**config.mk**
```make
export PLATFORM = sky130hd
export DESIGN_NAME = pt_handshake_reg
export DESIGN_NICKNAME = d
export VERILOG_FILES = /design/src/rtl/pt_hs_pkg.sv /design/src/rtl/pt_xfer_ctrl.sv /design/src/rtl/pt_data_lanes.sv /design/src/rtl/pt_read_hold.sv /design/src/rtl/pt_handshake_reg.sv
export SDC_FILE = /design/constraint.sdc
export NUM_CORES = 1
export LEC_CHECK = 0
export BUFFER_PORTS_ARGS = -buffer_cell sky130_fd_sc_hd__buf_2
export CORE_MARGIN = 2
export CORE_UTILIZATION = 55
export CTS_BUF_LIST = sky130_fd_sc_hd__clkbuf_8
export DETAILED_ROUTE_END_ITERATION = 10
export GPL_ROUTABILITY_DRIVEN = 1
export GPL_TIMING_DRIVEN = 0
export PLACE_DENSITY_LB_ADDON = 0.1
export SLEW_MARGIN = 25
export SYNTH_ARGS = -nofsm -noshare
export SYNTH_HDL_FRONTEND = slang
export SYNTH_SLANG_ARGS = --single-unit
export TNS_END_PERCENT = 30
```
**constraint.sdc**
```tcl
create_clock -name clk -period 2.05 [get_ports clk]
set_input_delay 0.41 -clock clk [delete_from_list [all_inputs] [get_ports clk]]
set_output_delay 0.41 -clock clk [all_outputs]
set_load 0.05 [all_outputs]
```
**src/rtl/pt_hs_pkg.sv**
```systemverilog
package pt_hs_pkg;

   typedef enum logic {
      XFER_HOST_RD = 1'b0,
      XFER_HOST_WR = 1'b1
   } xfer_dir_e;

   function automatic int lane_count(input int data_w, input int lane_w);
      return data_w / lane_w;
   endfunction

endpackage

```
**src/rtl/pt_xfer_ctrl.sv**
```systemverilog
module pt_xfer_ctrl
   import pt_hs_pkg::*;
#(
   parameter int ADDR_W = 32
) (
   input  logic              clk,
   input  logic              rst_n,
   input  logic              host_req,
   input  logic              host_wr,
   input  logic [ADDR_W-1:0] host_addr,
   input  logic              loc_rdy,
   output logic              busy_q,
   output xfer_dir_e         dir_q,
   output logic [ADDR_W-1:0] addr_q,
   output logic              accept,
   output logic              complete,
   output logic              done_q
);

   // a request is taken only when nothing is pending
   assign accept   = host_req && !busy_q;
   // ready has meaning only while a transfer is pending
   assign complete = busy_q && loc_rdy;

   always_ff @(posedge clk or negedge rst_n) begin
      if (!rst_n) begin
         busy_q <= 1'b0;
         dir_q  <= XFER_HOST_RD;
         addr_q <= '0;
         done_q <= 1'b0;
      end else begin
         done_q <= complete;
         if (complete) begin
            busy_q <= 1'b0;
         end
         if (accept) begin
            busy_q <= 1'b1;
            dir_q  <= xfer_dir_e'(host_wr);
            addr_q <= host_addr;
         end
      end
   end

endmodule

```
**src/rtl/pt_data_lanes.sv**
```systemverilog
module pt_data_lanes #(
   parameter  int DATA_W = 32,
   parameter  int LANE_W = 8,
   localparam int BE_W   = DATA_W / LANE_W
) (
   input  logic              clk,
   input  logic              rst_n,
   input  logic              host_load,
   input  logic [DATA_W-1:0] host_wdata,
   input  logic              loc_wr,
   input  logic [BE_W-1:0]   loc_be,
   input  logic [DATA_W-1:0] loc_wdata,
   output logic [DATA_W-1:0] data_q,
   output logic [DATA_W-1:0] data_nxt
);

   for (genvar g = 0; g < BE_W; g++) begin : g_lane
      localparam int LO = g * LANE_W;
      logic [LANE_W-1:0] lane_q;
      logic [LANE_W-1:0] lane_nxt;

      // host load wins over a local write in the same edge
      assign lane_nxt = host_load             ? host_wdata[LO +: LANE_W] :
                        (loc_wr && loc_be[g]) ? loc_wdata[LO +: LANE_W]  :
                                                lane_q;

      always_ff @(posedge clk or negedge rst_n) begin
         if (!rst_n) begin
            lane_q <= '0;
         end else begin
            lane_q <= lane_nxt;
         end
      end

      assign data_q[LO +: LANE_W]   = lane_q;
      assign data_nxt[LO +: LANE_W] = lane_nxt;
   end

endmodule

```
**src/rtl/pt_read_hold.sv**
```systemverilog
module pt_read_hold #(
   parameter int ADDR_W = 32,
   parameter int DATA_W = 32
) (
   input  logic              clk,
   input  logic              rst_n,
   input  logic              loc_rd,
   input  logic              loc_adr_rd,
   input  logic [ADDR_W-1:0] addr_live,
   input  logic [DATA_W-1:0] data_live,
   output logic [DATA_W-1:0] loc_rdata
);

   logic              strobe_q;
   logic [DATA_W-1:0] addr_ext;
   logic [DATA_W-1:0] snap_addr;
   logic [DATA_W-1:0] snap_data;
   logic [DATA_W-1:0] view_addr;
   logic [DATA_W-1:0] view_data;

   if (ADDR_W < DATA_W) begin : g_pad
      assign addr_ext = {{(DATA_W - ADDR_W){1'b0}}, addr_live};
   end else begin : g_flat
      assign addr_ext = addr_live;
   end

   // the snapshot follows the registers until a strobe is seen, then freezes
   always_ff @(posedge clk or negedge rst_n) begin
      if (!rst_n) begin
         strobe_q  <= 1'b0;
         snap_addr <= '0;
         snap_data <= '0;
      end else begin
         strobe_q <= loc_rd || loc_adr_rd;
         if (!strobe_q) begin
            snap_addr <= addr_ext;
            snap_data <= data_live;
         end
      end
   end

   always_comb begin
      view_addr = strobe_q ? snap_addr : addr_ext;
      view_data = strobe_q ? snap_data : data_live;
      loc_rdata = loc_adr_rd ? view_addr : view_data;
   end

endmodule

```
**src/rtl/pt_handshake_reg.sv**
```systemverilog
module pt_handshake_reg
   import pt_hs_pkg::*;
#(
   parameter  int ADDR_W = 32,
   parameter  int DATA_W = 32,
   parameter  int LANE_W = 8,
   localparam int BE_W   = DATA_W / LANE_W
) (
   input  logic              clk,
   input  logic              rst_n,
   input  logic              host_req,
   input  logic              host_wr,
   input  logic [ADDR_W-1:0] host_addr,
   input  logic [DATA_W-1:0] host_wdata,
   output logic              host_busy,
   output logic              host_done,
   output logic [DATA_W-1:0] host_rdata,
   input  logic              loc_rd,
   input  logic              loc_adr_rd,
   input  logic              loc_wr,
   input  logic [BE_W-1:0]   loc_be,
   input  logic [DATA_W-1:0] loc_wdata,
   input  logic              loc_rdy,
   output logic [DATA_W-1:0] loc_rdata
);

   if (LANE_W < 1 || DATA_W % LANE_W != 0) begin : g_bad_lane
      $error("DATA_W must be a whole number of lanes");
   end
   if (ADDR_W < 1 || ADDR_W > DATA_W) begin : g_bad_addr
      $error("ADDR_W must lie between 1 and DATA_W");
   end
   if (lane_count(DATA_W, LANE_W) != BE_W) begin : g_bad_be
      $error("lane count mismatch");
   end

   xfer_dir_e         xfer_dir;
   logic [ADDR_W-1:0] addr_q;
   logic [DATA_W-1:0] data_q;
   logic [DATA_W-1:0] data_nxt;
   logic              accept;
   logic              complete;
   logic              busy_q;
   logic              done_q;
   logic [DATA_W-1:0] ret_q;

   pt_xfer_ctrl #(
      .ADDR_W(ADDR_W)
   ) i_ctrl (
      .clk      (clk),
      .rst_n    (rst_n),
      .host_req (host_req),
      .host_wr  (host_wr),
      .host_addr(host_addr),
      .loc_rdy  (loc_rdy),
      .busy_q   (busy_q),
      .dir_q    (xfer_dir),
      .addr_q   (addr_q),
      .accept   (accept),
      .complete (complete),
      .done_q   (done_q)
   );

   pt_data_lanes #(
      .DATA_W(DATA_W),
      .LANE_W(LANE_W)
   ) i_lanes (
      .clk       (clk),
      .rst_n     (rst_n),
      .host_load (accept && host_wr),
      .host_wdata(host_wdata),
      .loc_wr    (loc_wr),
      .loc_be    (loc_be),
      .loc_wdata (loc_wdata),
      .data_q    (data_q),
      .data_nxt  (data_nxt)
   );

   pt_read_hold #(
      .ADDR_W(ADDR_W),
      .DATA_W(DATA_W)
   ) i_hold (
      .clk       (clk),
      .rst_n     (rst_n),
      .loc_rd    (loc_rd),
      .loc_adr_rd(loc_adr_rd),
      .addr_live (addr_q),
      .data_live (data_q),
      .loc_rdata (loc_rdata)
   );

   // return data is committed only when ready ends a host read
   always_ff @(posedge clk or negedge rst_n) begin
      if (!rst_n) begin
         ret_q <= '0;
      end else if (complete && xfer_dir == XFER_HOST_RD) begin
         ret_q <= data_nxt;
      end
   end

   assign host_busy  = busy_q;
   assign host_done  = done_q;
   assign host_rdata = ret_q;

endmodule

```
==> impl_metrics.yaml <==
outcome:
  run_status: "complete, but fails checks"
  violations: "setup timing"
clock_tree:
  root_buffer: "sky130_fd_sc_hd__clkbuf_8"
  clk_pin_slew_ns: 0.08
  clock_latency_ns: 0.44
  cts_tree: "yes"
  clockBufferDepth: 2
  number_of_buffers_created_by_cts: 17
  clock_sink_count: 164
  cts_max_level: 4
sta:
  maxSlewHeadroom_pct: 56.2
  hold_vio_cnt_final: 0
  min_period_ns: 2.36
  slew_violations: 0
  post-route-period-util_pct: 115
  finalSetupViolations: 32
  fin_worst_hold_slack_ns: 0.174
  fmaxAchievable_mhz: 425
  worst_skew_ns: 0.00709
  worst_slew_pin_tran_ns: 0.656
  rsz0062_at_grt: "true"
  setup_ws_ns: -0.305
global_routing:
  antenna_found_initial: 1
  grt_pass1_wl_mm: 24.6
  maximum_number_of_pins_on_one_net_before_global_route_repair: 92
  grt_usage_pct: 24.4
  grt.overflow.total: 0
  number_of_global_route_vias_before_repair: 4837
yosys:
  post_synthesis_cell_area_sq_um: 6940
  synth.yosys.warnings: 0
  yosys.area_share.xor_xnor_pct: 0
  synth_nets: 601
  yosys.area_share.simple_pct: 4.27
  synth.distinct_cells: 19
  post_synthesis_sequential_element_count: 164
  yosys.area_share.adder_pct: 0
  synth.avg_cell_area_sq_um: 14.1
  portion_of_the_post_synthesis_area_used_by_sequential_elements_pct: 59.1
  synth_compound_gate_area_share_pct: 4.69
  postSynthCellCount: 493
  largest_family_of_logic_cells_by_synthesized_area: "multiplexers"
  synth_mux_area_share_pct: 28.6
pwr:
  switching_share_pct: 39.1
  comb_power_share_pct: 40.7
  irDropWorstVdd_mv: 0.770
  internal-power_mw: 7.01
  p_seq_share_pct: 40.5
  p_per_area_nw_per_um2: 1330
  power_frac_clock_pct: 18.8
  cellLeakagePower_nw: 4.36
  net-switching-power_mw: 4.49
worst_setup_path:
  cp_max_fo: 10
  timing.critical_path.to_type: "primary output"
  cp_data_arrival_time_ns: 1.95
  criticalPathCategory: "reg2out"
  timing.rr.start: "i_ctrl.busy_q"
  required_ns: 1.64
  worst-r2r-setup-slack_ns: 0.39
  r2r.worst_path.cells: 4
  reg2reg_to: "i_lanes.g_lane[1].lane_q[4]"
  cp-start-kind: "register"
routing:
  initialDrtViolationCount: 246
  post_detailed_route_via_to_cell_ratio: 5.17
  finalWirelength_mm: 15.8
  first_pass_iters: 4
  drc: 0
  drt-wirelength-per-cell_microns: 18.1
  antenna_viol_nets_final: 0
  via_count: 4518
finish:
  finalCoreUtilization_pct: 69.4
  finish.net_count: 796
  fraction_of_layout_cells_with_a_size_suffix_above_1_pct: 45.1
  finish.instance_area_sq_um: 8650
  layout.cells.most_common: "sky130_fd_sc_hd__dfrtp_1"
  mostFrequentLayoutCells: "sky130_fd_sc_hd__dfrtp_1, sky130_fd_sc_hd__buf_2, sky130_fd_sc_hd__mux2_4, sky130_fd_sc_hd__nand2_1, sky130_fd_sc_hd__mux2_1"
  syn2layout_area_growth_pct: 24.7
floorplanning:
  top_level_ports: 174
  floorplan.rows: 41
  floorplan.core_area_sq_um: 12500
  floorplan.initialDensity_pct: 55.7
  design.die.area_sq_um: 13500
  dieWidth_microns: 116
  die-height_microns: 116
min_path:
  hold-path-endpoint: "i_ctrl.addr_q[8]"
  timing.hold.worst_path_depth: 2
  timing.hold.worst.start: "host_addr[8]"
  worst_hold_path_type: "in2reg"
run:
  drv.max_cap_violation_count: 0
placement:
  gp_routability_congestion: 0.791
  place_area_sq_um: 8050
  buffer_ports.inserted: 172
  place.detailed.hpwl_mm: 11.3
[metal layers]
metal | track usage [%] | wire [microns]
met1 | 31.3 | 6820
met2 | 40.1 | 7660
met3 | 6.64 | 1020
met4 | 8.89 | 281
met5 | 0 | 0
[how the worst max path moves through the flow]
stage / endpoint / from / slack [ns]
3_5_place_dp: loc_rdata[27] / loc_adr_rd / -0.08
6_report: loc_rdata[24] / i_hold.strobe_q / -0.31
5_1_grt: loc_rdata[20] / i_hold.strobe_q / -0.37
3_3_place_gp: i_ctrl.addr_q[20] / rst_n / -1.82
2_1_floorplan: loc_rdata[22] / loc_adr_rd / 0.28
4_1_cts: loc_rdata[25] / i_hold.strobe_q / -0.32
[state kept, by name, summed over array words and instances (netlist names)]
name,cells
host_rdata,32
i_ctrl.addr_q,32
i_ctrl.busy_q,1
i_hold.snap_addr,32
i_hold.strobe_q,1
i_ctrl.dir_q,1
i_ctrl.done_q,1
i_hold.snap_data,32
i_lanes.g_lane.lane_q,32
[repair_timing]
item / 4_1_cts / 5_1_grt
endpoints found under the setup margin: 32 / 32
hold buffers: 1 / 0
setup buffers: 2 / 0
resized for setup: 66 / 0
endpoints found under the hold margin: 73 / 0
[synthesized netlist by cell type]
master	count	area, sq um
sky130_fd_sc_hd__dfrtp_1	164	4100
sky130_fd_sc_hd__mux2i_1	32	320
sky130_fd_sc_hd__o21ai_1	33	165
sky130_fd_sc_hd__clkbuf_1	9	33.8
sky130_fd_sc_hd__buf_1	1	3.75
sky130_fd_sc_hd__nor2_1	34	128
sky130_fd_sc_hd__inv_1	1	3.75
sky130_fd_sc_hd__buf_2	11	55.1
sky130_fd_sc_hd__buf_12	6	120
sky130_fd_sc_hd__buf_6	1	11.3
sky130_fd_sc_hd__mux2_2	33	372
sky130_fd_sc_hd__mux2_1	35	394
sky130_fd_sc_hd__and2_1	1	6.26
sky130_fd_sc_hd__mux2_4	60	901
sky130_fd_sc_hd__nand2_1	36	135
sky130_fd_sc_hd__nor2b_1	1	6.26
sky130_fd_sc_hd__or2_1	1	6.26
sky130_fd_sc_hd__nand3b_1	2	15.0
sky130_fd_sc_hd__a21oi_1	32	160
[power groups by stage]
stage | registers [mW] | clock network (mW) | logic [mW]
after floorplan | 5.60 | 0 | 2.38
after global placement | 4.66 | 0 | 4.30
after detailed placement | 4.72 | 0 | 4.36
after CTS | 4.66 | 2.19 | 4.71
after global routing | 4.76 | 2.34 | 4.97
final | 4.66 | 2.16 | 4.69
[critical path, cell delays in order, from the launching register on]
cell and delay [ns]:
sky130_fd_sc_hd__dfrtp_1 0.39, sky130_fd_sc_hd__buf_12 0.17, sky130_fd_sc_hd__buf_12 0.17, sky130_fd_sc_hd__mux2_4 0.31, sky130_fd_sc_hd__mux2_2 0.29, sky130_fd_sc_hd__buf_6 0.16
[layout make-up]
class,instances,area (sq um)
flip-flops and latches,164,4100
fillers,952,3810
multi-input cells,300,2610
repair buffers,176,1120
clock buffers,20,275
plain buffers,28,233
well taps,172,215
clock inverters,12,88.8
inverters,1,3.75
diodes,1,2.50
[kinds of logic (layout without fill, tap and decap cells)]
logic type             count (synthesis)  in the layout
flip-flops                           164            164
other                                  0              1
AO/OA/AOI/OAI                         65             65
buffers and inverters                 29            237
AND/OR/NAND/NOR                       75             75
multiplexers                         160            160
[per-stage QoR]
stage | worst slack [ns] | cells | power [mW] | setup TNS [ns]
3_3_place_gp | -1.82 | 837 | 8.96 | -296.59
3_5_place_dp | -0.0849 | 838 | 9.08 | -0.670
4_1_cts | -0.322 | 873 | 11.6 | -9.89
2_1_floorplan | 0.276 | 493 | 7.98 | 0
6_report | -0.305 | 874 | 11.5 | -9.10
5_1_grt | -0.370 | 874 | 12.1 | -11.30
Power figures use the tool's default switching activity.
